`src/rtl/comb_pkg.sv`:
```
package comb_pkg;

    localparam int SRC_PER_GRP = 8;
    localparam int GRP_PER_BLK = 4;
    localparam int BLK_BYTES   = 16;
    localparam int SUM_WORDS   = 2;
    localparam int SUM_W       = 32 * SUM_WORDS;

    // Stored words of these two blocks come out of reset preset
    localparam int          PRESET_BLK_LO = 12;
    localparam int          PRESET_BLK_HI = 13;
    localparam logic [31:0] PRESET_WORD   = 32'h0101_0101;

    typedef enum logic [1:0] {
        IDX_EN_SET = 2'd0,
        IDX_EN_CLR = 2'd1,
        IDX_RAW    = 2'd2,
        IDX_MASKED = 2'd3
    } reg_idx_e;

    typedef struct packed {
        logic     grp_hit;
        logic     sum_hit;
        logic     sum_sel;
        logic [7:0] blk;
        reg_idx_e idx;
    } bus_dec_t;

    function automatic bus_dec_t decode_addr(input logic [15:0] addr, input int num_blocks);
        bus_dec_t d;
        d.blk     = addr[11:4];
        d.idx     = reg_idx_e'(addr[3:2]);
        d.grp_hit = int'(addr[15:4]) < num_blocks;
        d.sum_hit = (int'(addr) >= num_blocks * BLK_BYTES) &&
                    (int'(addr) <  num_blocks * BLK_BYTES + 4 * SUM_WORDS);
        d.sum_sel = addr[2];
        return d;
    endfunction

    function automatic logic [31:0] stored_reset(input int blk);
        return (blk == PRESET_BLK_LO || blk == PRESET_BLK_HI) ? PRESET_WORD : 32'h0;
    endfunction

endpackage

```
`src/rtl/comb_src_latch.sv`:
```
module comb_src_latch
    import comb_pkg::*;
#(
    parameter int NUM_GROUPS      = 64,
    parameter bit EXTERNAL        = 1'b0,
    parameter int EXT_GROUP_LIMIT = 16
) (
    input  logic                                   clk,
    input  logic                                   rst,
    input  logic [NUM_GROUPS*SRC_PER_GRP-1:0]      irq_in,
    output logic [NUM_GROUPS-1:0][SRC_PER_GRP-1:0] pend_q
);

    for (genvar g = 0; g < NUM_GROUPS; g++) begin : g_grp
        if (EXTERNAL && g >= EXT_GROUP_LIMIT) begin : g_blocked
            assign pend_q[g] = '0;
        end else begin : g_live
            logic [SRC_PER_GRP-1:0] lvl_q;

            always_ff @(posedge clk) begin
                if (rst) lvl_q <= '0;
                else     lvl_q <= irq_in[g*SRC_PER_GRP +: SRC_PER_GRP];
            end

            assign pend_q[g] = lvl_q;


            r2_level_track_chk: assert property (@(posedge clk) disable iff (rst)
                !$past(rst) |-> pend_q[g] == $past(irq_in[g*SRC_PER_GRP +: SRC_PER_GRP]));
        end
    end

endmodule

```
`src/rtl/comb_mask_bank.sv`:
```
module comb_mask_bank
    import comb_pkg::*;
#(
    parameter  int NUM_GROUPS = 64,
    parameter  int ADDR_W     = 9,
    localparam int NUM_BLOCKS = NUM_GROUPS / GRP_PER_BLK,
    localparam int BLK_W      = $clog2(NUM_BLOCKS)
) (
    input  logic                                   clk,
    input  logic                                   rst,
    input  logic                                   bus_wr,
    input  logic [ADDR_W-1:0]                      bus_addr,
    input  logic [31:0]                            bus_wdata,
    output logic [NUM_GROUPS-1:0][SRC_PER_GRP-1:0] mask_q,
    output logic [NUM_BLOCKS-1:0][1:0][31:0]       store_q,
    output logic                                   bus_err
);

    bus_dec_t         dec;
    logic             wr_ok;
    logic [BLK_W-1:0] blk_idx;
    logic             sel_lo;

    assign dec     = decode_addr(16'(bus_addr), NUM_BLOCKS);
    assign blk_idx = dec.blk[BLK_W-1:0];
    assign sel_lo  = dec.idx[0];
    assign wr_ok   = bus_wr && dec.grp_hit && !dec.sum_hit &&
                     (dec.idx == IDX_EN_SET || dec.idx == IDX_EN_CLR);

    // Enable masks: one byte per group, written through set / clear words
    for (genvar g = 0; g < NUM_GROUPS; g++) begin : g_mask
        localparam int BK = g / GRP_PER_BLK;
        localparam int LN = g % GRP_PER_BLK;
        logic [SRC_PER_GRP-1:0] m_q;
        logic [SRC_PER_GRP-1:0] lane_w;
        logic                   hit;

        assign lane_w = bus_wdata[LN*SRC_PER_GRP +: SRC_PER_GRP];
        assign hit    = wr_ok && (blk_idx == BLK_W'(BK));

        always_ff @(posedge clk) begin
            if (rst) begin
                m_q <= '0;
            end else if (hit) begin
                if (dec.idx == IDX_EN_SET) m_q <= m_q | lane_w;
                else                       m_q <= m_q & ~lane_w;
            end
        end

        assign mask_q[g] = m_q;
    end

    // Readback copies of the set / clear words
    for (genvar b = 0; b < NUM_BLOCKS; b++) begin : g_store
        for (genvar i = 0; i < 2; i++) begin : g_word
            logic [31:0] w_q;

            always_ff @(posedge clk) begin
                if (rst)
                    w_q <= stored_reset(b);
                else if (wr_ok && blk_idx == BLK_W'(b) && sel_lo == i[0])
                    w_q <= bus_wdata;
            end

            assign store_q[b][i] = w_q;
        end
    end

    always_ff @(posedge clk) begin
        if (rst) bus_err <= 1'b0;
        else     bus_err <= bus_wr && !wr_ok;
    end

    logic [NUM_BLOCKS-1:0][31:0] mask_blk;
    assign mask_blk = mask_q;


    r4_set_or_chk: assert property (@(posedge clk) disable iff (rst)
        (wr_ok && dec.idx == IDX_EN_SET) |=>
        ((mask_blk[$past(blk_idx)] & $past(bus_wdata)) == $past(bus_wdata)) &&
        ((mask_blk[$past(blk_idx)] & $past(mask_blk[blk_idx])) == $past(mask_blk[blk_idx])));


    r5_clear_chk: assert property (@(posedge clk) disable iff (rst)
        (wr_ok && dec.idx == IDX_EN_CLR) |=>
        ((mask_blk[$past(blk_idx)] & $past(bus_wdata)) == 32'h0));


    r9_refused_write_chk: assert property (@(posedge clk) disable iff (rst)
        (bus_wr && !wr_ok) |=> bus_err && $stable(mask_q) && $stable(store_q));


    r10_store_chk: assert property (@(posedge clk) disable iff (rst)
        wr_ok |=> store_q[$past(blk_idx)][$past(sel_lo)] == $past(bus_wdata));


    r11_reset_chk: assert property (@(posedge clk) disable iff (rst)
        $past(rst) |-> (mask_q == '0) && !bus_err);

endmodule

```
`src/rtl/comb_read_mux.sv`:
```
module comb_read_mux
    import comb_pkg::*;
#(
    parameter  int NUM_GROUPS = 64,
    parameter  int ADDR_W     = 9,
    localparam int NUM_BLOCKS = NUM_GROUPS / GRP_PER_BLK,
    localparam int BLK_W      = $clog2(NUM_BLOCKS)
) (
    input  logic                                   clk,
    input  logic                                   rst,
    input  logic                                   bus_rd,
    input  logic [ADDR_W-1:0]                      bus_addr,
    input  logic [NUM_GROUPS-1:0][SRC_PER_GRP-1:0] mask_q,
    input  logic [NUM_GROUPS-1:0][SRC_PER_GRP-1:0] pend_q,
    input  logic [NUM_BLOCKS-1:0][1:0][31:0]       store_q,
    input  logic [NUM_GROUPS-1:0]                  grp_out,
    output logic [31:0]                            bus_rdata
);

    bus_dec_t                    dec;
    logic [BLK_W-1:0]            blk_idx;
    logic [NUM_BLOCKS-1:0][31:0] mask_blk;
    logic [NUM_BLOCKS-1:0][31:0] pend_blk;
    logic [SUM_W-1:0]            sum_vec;
    logic [31:0]                 rd_next;

    assign dec      = decode_addr(16'(bus_addr), NUM_BLOCKS);
    assign blk_idx  = dec.blk[BLK_W-1:0];
    assign mask_blk = mask_q;
    assign pend_blk = pend_q;
    assign sum_vec  = SUM_W'(grp_out);

    always_comb begin
        rd_next = 32'h0;
        if (dec.grp_hit) begin
            unique case (dec.idx)
                IDX_EN_SET: rd_next = store_q[blk_idx][0];
                IDX_EN_CLR: rd_next = store_q[blk_idx][1];
                IDX_RAW:    rd_next = pend_blk[blk_idx];
                IDX_MASKED: rd_next = pend_blk[blk_idx] & mask_blk[blk_idx];
                default:    rd_next = 32'h0;
            endcase
        end else if (dec.sum_hit) begin
            rd_next = dec.sum_sel ? sum_vec[63:32] : sum_vec[31:0];
        end
    end

    always_ff @(posedge clk) begin
        if (rst)         bus_rdata <= 32'h0;
        else if (bus_rd) bus_rdata <= rd_next;
    end


    r13_hold_chk: assert property (@(posedge clk) disable iff (rst)
        !bus_rd |=> $stable(bus_rdata));


    r7_raw_read_chk: assert property (@(posedge clk) disable iff (rst)
        (bus_rd && dec.grp_hit && dec.idx == IDX_RAW) |=>
        bus_rdata == $past(pend_blk[blk_idx]));


    r8_summary_chk: assert property (@(posedge clk) disable iff (rst)
        (bus_rd && !dec.grp_hit && dec.sum_hit) |=>
        bus_rdata == ($past(dec.sum_sel) ? $past(sum_vec[63:32]) : $past(sum_vec[31:0])));

endmodule

```
`src/rtl/comb_ctrl.sv`:
```
module comb_ctrl
    import comb_pkg::*;
#(
    parameter int NUM_GROUPS      = 64,
    parameter bit EXTERNAL        = 1'b0,
    parameter int EXT_GROUP_LIMIT = 16,
    parameter int ADDR_W          = $clog2(NUM_GROUPS * 4 + SUM_WORDS * 4)
) (
    input  logic                              clk,
    input  logic                              rst,
    input  logic [NUM_GROUPS*SRC_PER_GRP-1:0] irq_in,
    output logic [NUM_GROUPS-1:0]             grp_out,
    input  logic                              bus_wr,
    input  logic                              bus_rd,
    input  logic [ADDR_W-1:0]                 bus_addr,
    input  logic [31:0]                       bus_wdata,
    output logic [31:0]                       bus_rdata,
    output logic                              bus_err
);

    localparam int NUM_BLOCKS = NUM_GROUPS / GRP_PER_BLK;

    logic [NUM_GROUPS-1:0][SRC_PER_GRP-1:0] pend_q;
    logic [NUM_GROUPS-1:0][SRC_PER_GRP-1:0] mask_q;
    logic [NUM_BLOCKS-1:0][1:0][31:0]       store_q;

    comb_src_latch #(
        .NUM_GROUPS      (NUM_GROUPS),
        .EXTERNAL        (EXTERNAL),
        .EXT_GROUP_LIMIT (EXT_GROUP_LIMIT)
    ) u_latch (
        .clk    (clk),
        .rst    (rst),
        .irq_in (irq_in),
        .pend_q (pend_q)
    );

    comb_mask_bank #(
        .NUM_GROUPS (NUM_GROUPS),
        .ADDR_W     (ADDR_W)
    ) u_bank (
        .clk       (clk),
        .rst       (rst),
        .bus_wr    (bus_wr),
        .bus_addr  (bus_addr),
        .bus_wdata (bus_wdata),
        .mask_q    (mask_q),
        .store_q   (store_q),
        .bus_err   (bus_err)
    );

    for (genvar g = 0; g < NUM_GROUPS; g++) begin : g_out
        assign grp_out[g] = |(mask_q[g] & pend_q[g]);
    end

    comb_read_mux #(
        .NUM_GROUPS (NUM_GROUPS),
        .ADDR_W     (ADDR_W)
    ) u_rmux (
        .clk       (clk),
        .rst       (rst),
        .bus_rd    (bus_rd),
        .bus_addr  (bus_addr),
        .mask_q    (mask_q),
        .pend_q    (pend_q),
        .store_q   (store_q),
        .grp_out   (grp_out),
        .bus_rdata (bus_rdata)
    );


    r3_out_quiet_chk: assert property (@(posedge clk) disable iff (rst)
        ((mask_q & pend_q) == '0) |-> (grp_out == '0));


    r3_out_active_chk: assert property (@(posedge clk) disable iff (rst)
        (grp_out != '0) |-> ((mask_q & pend_q) != '0));

    if (EXTERNAL && EXT_GROUP_LIMIT < NUM_GROUPS) begin : g_ext_chk

        r12_upper_silent_chk: assert property (@(posedge clk) disable iff (rst)
            grp_out[NUM_GROUPS-1:EXT_GROUP_LIMIT] == '0);
    end

endmodule

```
`config.mk`:
```
export PLATFORM = sky130hd
export DESIGN_NAME = comb_ctrl
export DESIGN_NICKNAME = d
export VERILOG_FILES = /design/src/rtl/comb_pkg.sv /design/src/rtl/comb_src_latch.sv /design/src/rtl/comb_mask_bank.sv /design/src/rtl/comb_read_mux.sv /design/src/rtl/comb_ctrl.sv
export SDC_FILE = /design/constraint.sdc
export NUM_CORES = 2
export LEC_CHECK = 0
export BUFFER_PORTS_ARGS = -buffer_cell sky130_fd_sc_hd__buf_2
export CAP_MARGIN = 20
export CORE_AREA = 4 4 427 429
export DETAILED_ROUTE_END_ITERATION = 10
export DIE_AREA = 0 0 431 433
export PLACE_DENSITY = 0.75
export SLEW_MARGIN = 20
export SYNTH_ARGS = -nofsm -noshare
export SYNTH_HDL_FRONTEND = slang
export SYNTH_SLANG_ARGS = --single-unit
```
`constraint.sdc`:
```
create_clock -name clk -period 2.9 [get_ports clk]
set_clock_uncertainty 0.15 [all_clocks]
set_input_delay 0.145 -clock clk [delete_from_list [all_inputs] [get_ports clk]]
set_output_delay 0.145 -clock clk [all_outputs]
set_load 0.005 [all_outputs]
```
==> reports/results.env, run 1 <==
DIE_W_UM=431
ROOT_BUFFER='clkbuf_16'
HTREE_LEVELS=4
CLK_PATH_BUF_DEPTH=3
HPWLAFTERDP_UM=354600
NET_COUNT_OF_THE_MAPPED_NETLIST=10680
VIA_COUNT_OF_THE_FIRST_GLOBAL_ROUTING_PASS=100100
GLOBAL_ROUTE_USAGE_OVER_ALL_LAYERS_PCT=58.65
START_UTIL_PCT=49.73
CTS_RESIZED=0
FLOORPLAN.DIE.HEIGHT_UM=433
CTS_NUM_SINKS=2081
IO_PINS=654
SYNTH.AVG_CELL_AREA_UM2=8.756
IO_BUFFER_COUNT=651
SYNTHFLOPTYPE='dfxtp_1'
GRT_PASS1_WL_UM=774200
SYNTHESIS.YOSYS.WARNINGS=0
PIN_COUNT_OF_THE_BIGGEST_NET_ENTERING_GLOBAL_ROUTING=235
SYNTH.YOSYS.SEQ_AREA_SHARE_PCT=47.01
SYNTH-EDFF-COUNT=0
LAST-STAGE-REACHED='global routing (5_1_grt)'
TOOLERRORMSG='[ERROR GRT-0116] Global routing finished with congestion. Check the congestion regions in the DRC Viewer.'
POST_CTS_SETUP_BUFS=0
GLOBALPLACE.CONGESTION=1.102
YS_ASYNC_SR_FRACTION_PCT=0
CTS_BUFFERS=212
SYN-INSTANCE-COUNT=10120
YOSYS_REGISTER_BITS=2081
STATUS='did not finish'
DPL-INSTANCE-AREA_UM2=97850
SYNTH.CELL_AREA_UM2=88630
COUNT_OF_CELL_TYPES_IN_THE_NETLIST=53
ROW_COUNT=155
GLOBAL_ROUTE.OVERFLOW_TOTAL=305
logic make-up after synthesis:
logic type	Yosys count	synth area share, %
AOI/OAI and AO/OA	2303	14.84
buffers and inverters	982	4.904
DFF	2081	47.01
muxes	750	13.92
and+or+nand+nor	4006	19.34
Yosys cell counts, drive strengths merged, types with 12 or more instances:
library cell / number / area share (%)
nand2: 2983 / 13
dfxtp: 2081 / 47
a21oi: 1599 / 9.0
clkbuf: 683 / 2.9
nor2b: 522 / 3.7
mux4: 384 / 9.8
mux2i: 349 / 3.9
a22oi: 331 / 2.8
buf: 296 / 2.0
nand3: 257 / 1.5
a211oi: 100 / 0.85
nand4: 71 / 0.50
o22ai: 71 / 0.50
o21ai: 68 / 0.38
nor2: 65 / 0.29
a2111oi: 27 / 0.28
and2: 27 / 0.19
nor3: 22 / 0.12
a221oi: 18 / 0.18
a311oi: 18 / 0.18
mux2: 17 / 0.22
nand3b: 15 / 0.13
nor4: 15 / 0.11
o211ai: 13 / 0.11
a21o: 12 / 0.10
repair_timing:
action                     4_1_cts
setup endpoints to repair        0
hold endpoints to repair      1846
hold buffers                  1211
per-stage QoR:
| stage | setup slack [ps] | utilization [%] | instances | hold slack (ps) |
|---|---|---|---|---|
| 4_1_cts | 3.022 | 65.88 | 14440 | 1.251 |
| 3_5_place_dp | -151.3 | 54.90 | 12830 | 206.6 |
| 3_3_place_gp | -874.1 | 54.90 | 12830 | 201.9 |
| 2_1_floorplan | 771.2 | - | 10120 | 123.2 |
layer usage:
layer | GRT usage (%) | GRT overflow
met5 | 3.409 | 0
met3 | 26.70 | 6
met1 | 64.40 | 3
met4 | 57.08 | 101
met2 | 82.58 | 195
==> run 2, diff against run 1 <==
--- a/config.mk
+++ b/config.mk
@@ -7,10 +7,10 @@
 export LEC_CHECK = 0
 export BUFFER_PORTS_ARGS = -buffer_cell sky130_fd_sc_hd__buf_2
 export CAP_MARGIN = 20
-export CORE_AREA = 4 4 427 429
+export CORE_AREA = 4 4 509 511
 export DETAILED_ROUTE_END_ITERATION = 10
-export DIE_AREA = 0 0 431 433
-export PLACE_DENSITY = 0.75
+export DIE_AREA = 0 0 513 515
+export PLACE_DENSITY_LB_ADDON = 0.15
 export SLEW_MARGIN = 20
 export SYNTH_ARGS = -nofsm -noshare
 export SYNTH_HDL_FRONTEND = slang
==> reports/results.env, run 2 <==
GLOBAL_ROUTE.OVERFLOW_TOTAL=0
NET_COUNT_OF_THE_MAPPED_NETLIST=10680  # unchanged
DETAIL_ROUTE.VIAS_PER_CELL=5.739
DRV.MAX_CAP_VIOLATION_COUNT=0
TIMING_WORST_SETUP_PATH_TYPE='in -> reg'
CELL_TYPE_WITH_THE_LARGEST_TOTAL_AREA_AFTER_SYNTHESIS='dfxtp_1'
CRITPATHCAPTURETYPE='flip-flop'
POWER.DENSITY_nW_PER_UM2=562.9
GLOBAL_ROUTE_USAGE_OVER_ALL_LAYERS_PCT=33.94
IO_BUFFER_COUNT=651  # unchanged
ROOT_BUFFER='clkbuf_16'
DR_WL_MET2_UM=211800
ROW_COUNT=185  # +19%
SYNTH.CELL_AREA_UM2=88630  # unchanged
WORSTMARGINPINSLEW_PS=1220
DETAIL_ROUTE.ITER0.VIOLATIONS=10320
WORST_HOLD_SLACK_PS=60.58
FINALSETUPVIOLCOUNT=0
POST_CTS_HOLD_BUFFER_COUNT=1108  # -8.5%
POST_CTS_SETUP_BUFS=0  # unchanged
SYNTH.AVG_CELL_AREA_UM2=8.756  # unchanged
START_UTIL_PCT=34.90  # -15 points
YS_ASYNC_SR_FRACTION_PCT=0  # unchanged
SYNTH-ADDER-AREA-SHARE_PCT=0  # unchanged
SYNTH.YOSYS.SEQ_AREA_SHARE_PCT=47.01  # unchanged
HPWLAFTERDP_UM=318000  # -10%
CLK-INSERTION-DELAY-LATE_PS=890
COUNT_OF_CELL_TYPES_IN_THE_NETLIST=53  # unchanged
REQUIRED_TIME_REPORTED_FOR_THE_CRITICAL_PATH_ENDPOINT_PS=3550
MOST_COMMON_CELL_IN_THE_SYNTHESIZED_NETLIST='nand2_1'
POST-PLACE-WS_PS=-132.1  # +19.24 ps
CTS_RESIZED=0  # unchanged
FILLERS=23600
WL_UM=466700
WL_MET1_UM=173800
HTREE_LEVELS=4  # unchanged
POSTLAYOUTCELLAREA_UM2=116100
WL_PER_CELL_UM=30.77
SYNTH_TOP_FAMILY_BY_AREA='simple AND/OR/NAND/NOR gates'
NUM_VIAS=87040
SYNTH-EDFF-COUNT=0  # unchanged
SYNTH_COMPOUND_GATE_AREA_SHARE_PCT=14.84  # unchanged
MAX-VDD-IR-DROP_mV=0.6858
TIMING.MAX_SLEW.REL_SLACK_PCT=18.33
FINALSETUPTNS_PS=0
GLOBALPLACE.CONGESTION=1.017  # -7.7%
CLOCK.FMAX_MHz=354.1
CTS_BUFFERS=221  # +4.2%
FIRSTDRTPASSITERS=8
ARR_TIME_CRIT_PATH_PS=3470
COUNT_OF_PINS_OVER_THEIR_SLEW_LIMIT=0
DP.CELLS=13640  # +6.3%
TIMING.FINAL.CRIT_SHARE_PCT=97.37
SYNTHFLOPTYPE='dfxtp_1'
LAYOUT.CELLS.NON_FILLER=15170
LAYOUT.CELLS.MOST_COMMON='nand2_1'
FLOORPLAN.DIE.HEIGHT_UM=515  # +19%
HOLD_PATH_CLASS='in -> reg'
CTS_NUM_SINKS=2081  # unchanged
PATH_CLK_SLEW_PS=60
DRT_DRC_VIOLATIONS_LEFT=0
DPL-INSTANCE-AREA_UM2=97450  # -0.42%
PIN_COUNT_OF_THE_BIGGEST_NET_ENTERING_GLOBAL_ROUTING=214
DIEAREA_UM2=264200
SYNTHESIS.YOSYS.WARNINGS=0  # unchanged
AREA_GROWTH_PCT=31.03
HOLD_VIOLATIONS=0
VIA_COUNT_OF_THE_FIRST_GLOBAL_ROUTING_PASS=84680
FINAL_NET_COUNT=12160
GRT_ANTENNA_BEFORE_REPAIR=32
DR_WL_MET3_UM=38900
SYNTH_XOR_XNOR_AREA_SHARE_PCT=0  # unchanged
FINALCRITICALPERIOD_PS=2824
TOP_SIGNAL_LAYER_USED='met5'
TRITONCTS='built'
DRIVE_ABOVE_1_SHARE_PCT=16.51
GRT_PASS1_WL_UM=645900
POST_SYNTH_MOST_FREQUENT_CELLS='nand2_1 (2983), dfxtp_1 (2081), a21oi_1 (1599), clkbuf_1 (683), nor2b_1 (522)'
SYNTH_TOP_CELL_AREA_SHARE_PCT=47.01  # unchanged
SYNTH_MUX_AREA_SHARE_PCT=13.92  # unchanged
CELLLEAKAGEPOWER_nW=41.15
FINAL_CRITICAL_PATH_SETUP_SLACK_PS=76.18
SYN-INSTANCE-COUNT=10120  # unchanged
IO_PINS=654  # unchanged
COUNT_OF_ANTENNA_VIOLATING_NETS_LEFT_AFTER_DETAILED_ROUTING=0
TIMING.CRITICAL_PATH.FROM_TYPE='primary input'
CRITICAL_PATH.MAX_FANOUT=12
STATUS='finished, final reports clean'
CLK_PATH_BUF_DEPTH=3  # unchanged
COREAREA_UM2=253900
DIE_W_UM=513  # +19%
YOSYS_REGISTER_BITS=2081  # unchanged
MOST-COMMON-LAYOUT-CELLS='nand2_1 (2983), dfxtp_1 (2081), a21oi_1 (1599)'
SYNTHSIMPLEGATEAREAFRAC_PCT=19.34  # unchanged
SYNTH.TOP_CELLS.BY_AREA='dfxtp_1 (47%), nand2_1 (13%), mux4_2 (9.8%), a21oi_1 (9.0%), mux2i_1 (3.9%)'
RSZ0062_AT_GRT='false'
[run 2: cell counts after synthesis]
No cell type changed its count.
[run 2: critical path: stages]
cell,delay [ps]
dlygate4sd3_1,540
dlygate4sd3_1,600
buf_12,170
or3b_2,760
a21oi_1,660
o2111ai_1,230
buf_4,220
o211ai_1,90
[run 2: cell families after synthesis]
kind of cell / after synthesis
simple gates: 4006
compound gates: 2303
flops: 2081
buf+inv: 982
mux: 750
[run 2: layout make-up]
cell class	count	area (um2)	area share (%)
Clock inverter	74	1005	0.8652
Multi-Input combinational cell	7059	42870	36.91
Sequential cell	2081	41660	35.87
Tap cell	3366	4212	3.627
Timing Repair Buffer	2239	19790	17.04
Antenna cell	18	45.04	0.03879
Inverter	3	13.76	0.01185
Clock buffer	326	6540	5.632
[run 2: layer usage]
metal	vias to the layer above	track usage, %
met1	42720	40.89
li1	37860	-
met2	5040	54.14
met3	1402	6.049
met4	22	25.70
met5	-	0
[run 2: power by group]
group / leakage, nW / switching [mW] / internal [mW]
Sequential: 16.9 / 0.616 / 29.0
Clock: 3.71 / 12.5 / 17.3
Combinational: 20.5 / 3.31 / 2.63
[run 2: through the flow]
step                      power [mW]  util, %
final                          65.37    45.73
after global routing           66.88    45.73
after CTS                      65.35    45.72
after detailed placement       34.80    38.38
after global placement         34.80    38.37
after floorplan                32.29        -
[run 2: final timing paths]
| path | start | endpoint | slack (ps) | cells after the start |
|---|---|---|---|---|
| max | rst | u_rmux.bus_rdata[24] | 80 | 8 |
| min | irq_in[46] | u_latch.g_grp[5].g_live.lvl_q[6] | 60 | 3 |
| max reg2reg | u_latch.g_grp[6].g_live.lvl_q[2] | u_rmux.bus_rdata[6] | 390 | 6 |
| min reg2reg | u_bank.g_store[15].g_word[1].w_q[19] | u_bank.g_store[15].g_word[1].w_q[19] | 300 | 2 |
Power figures use the tool's default switching activity.
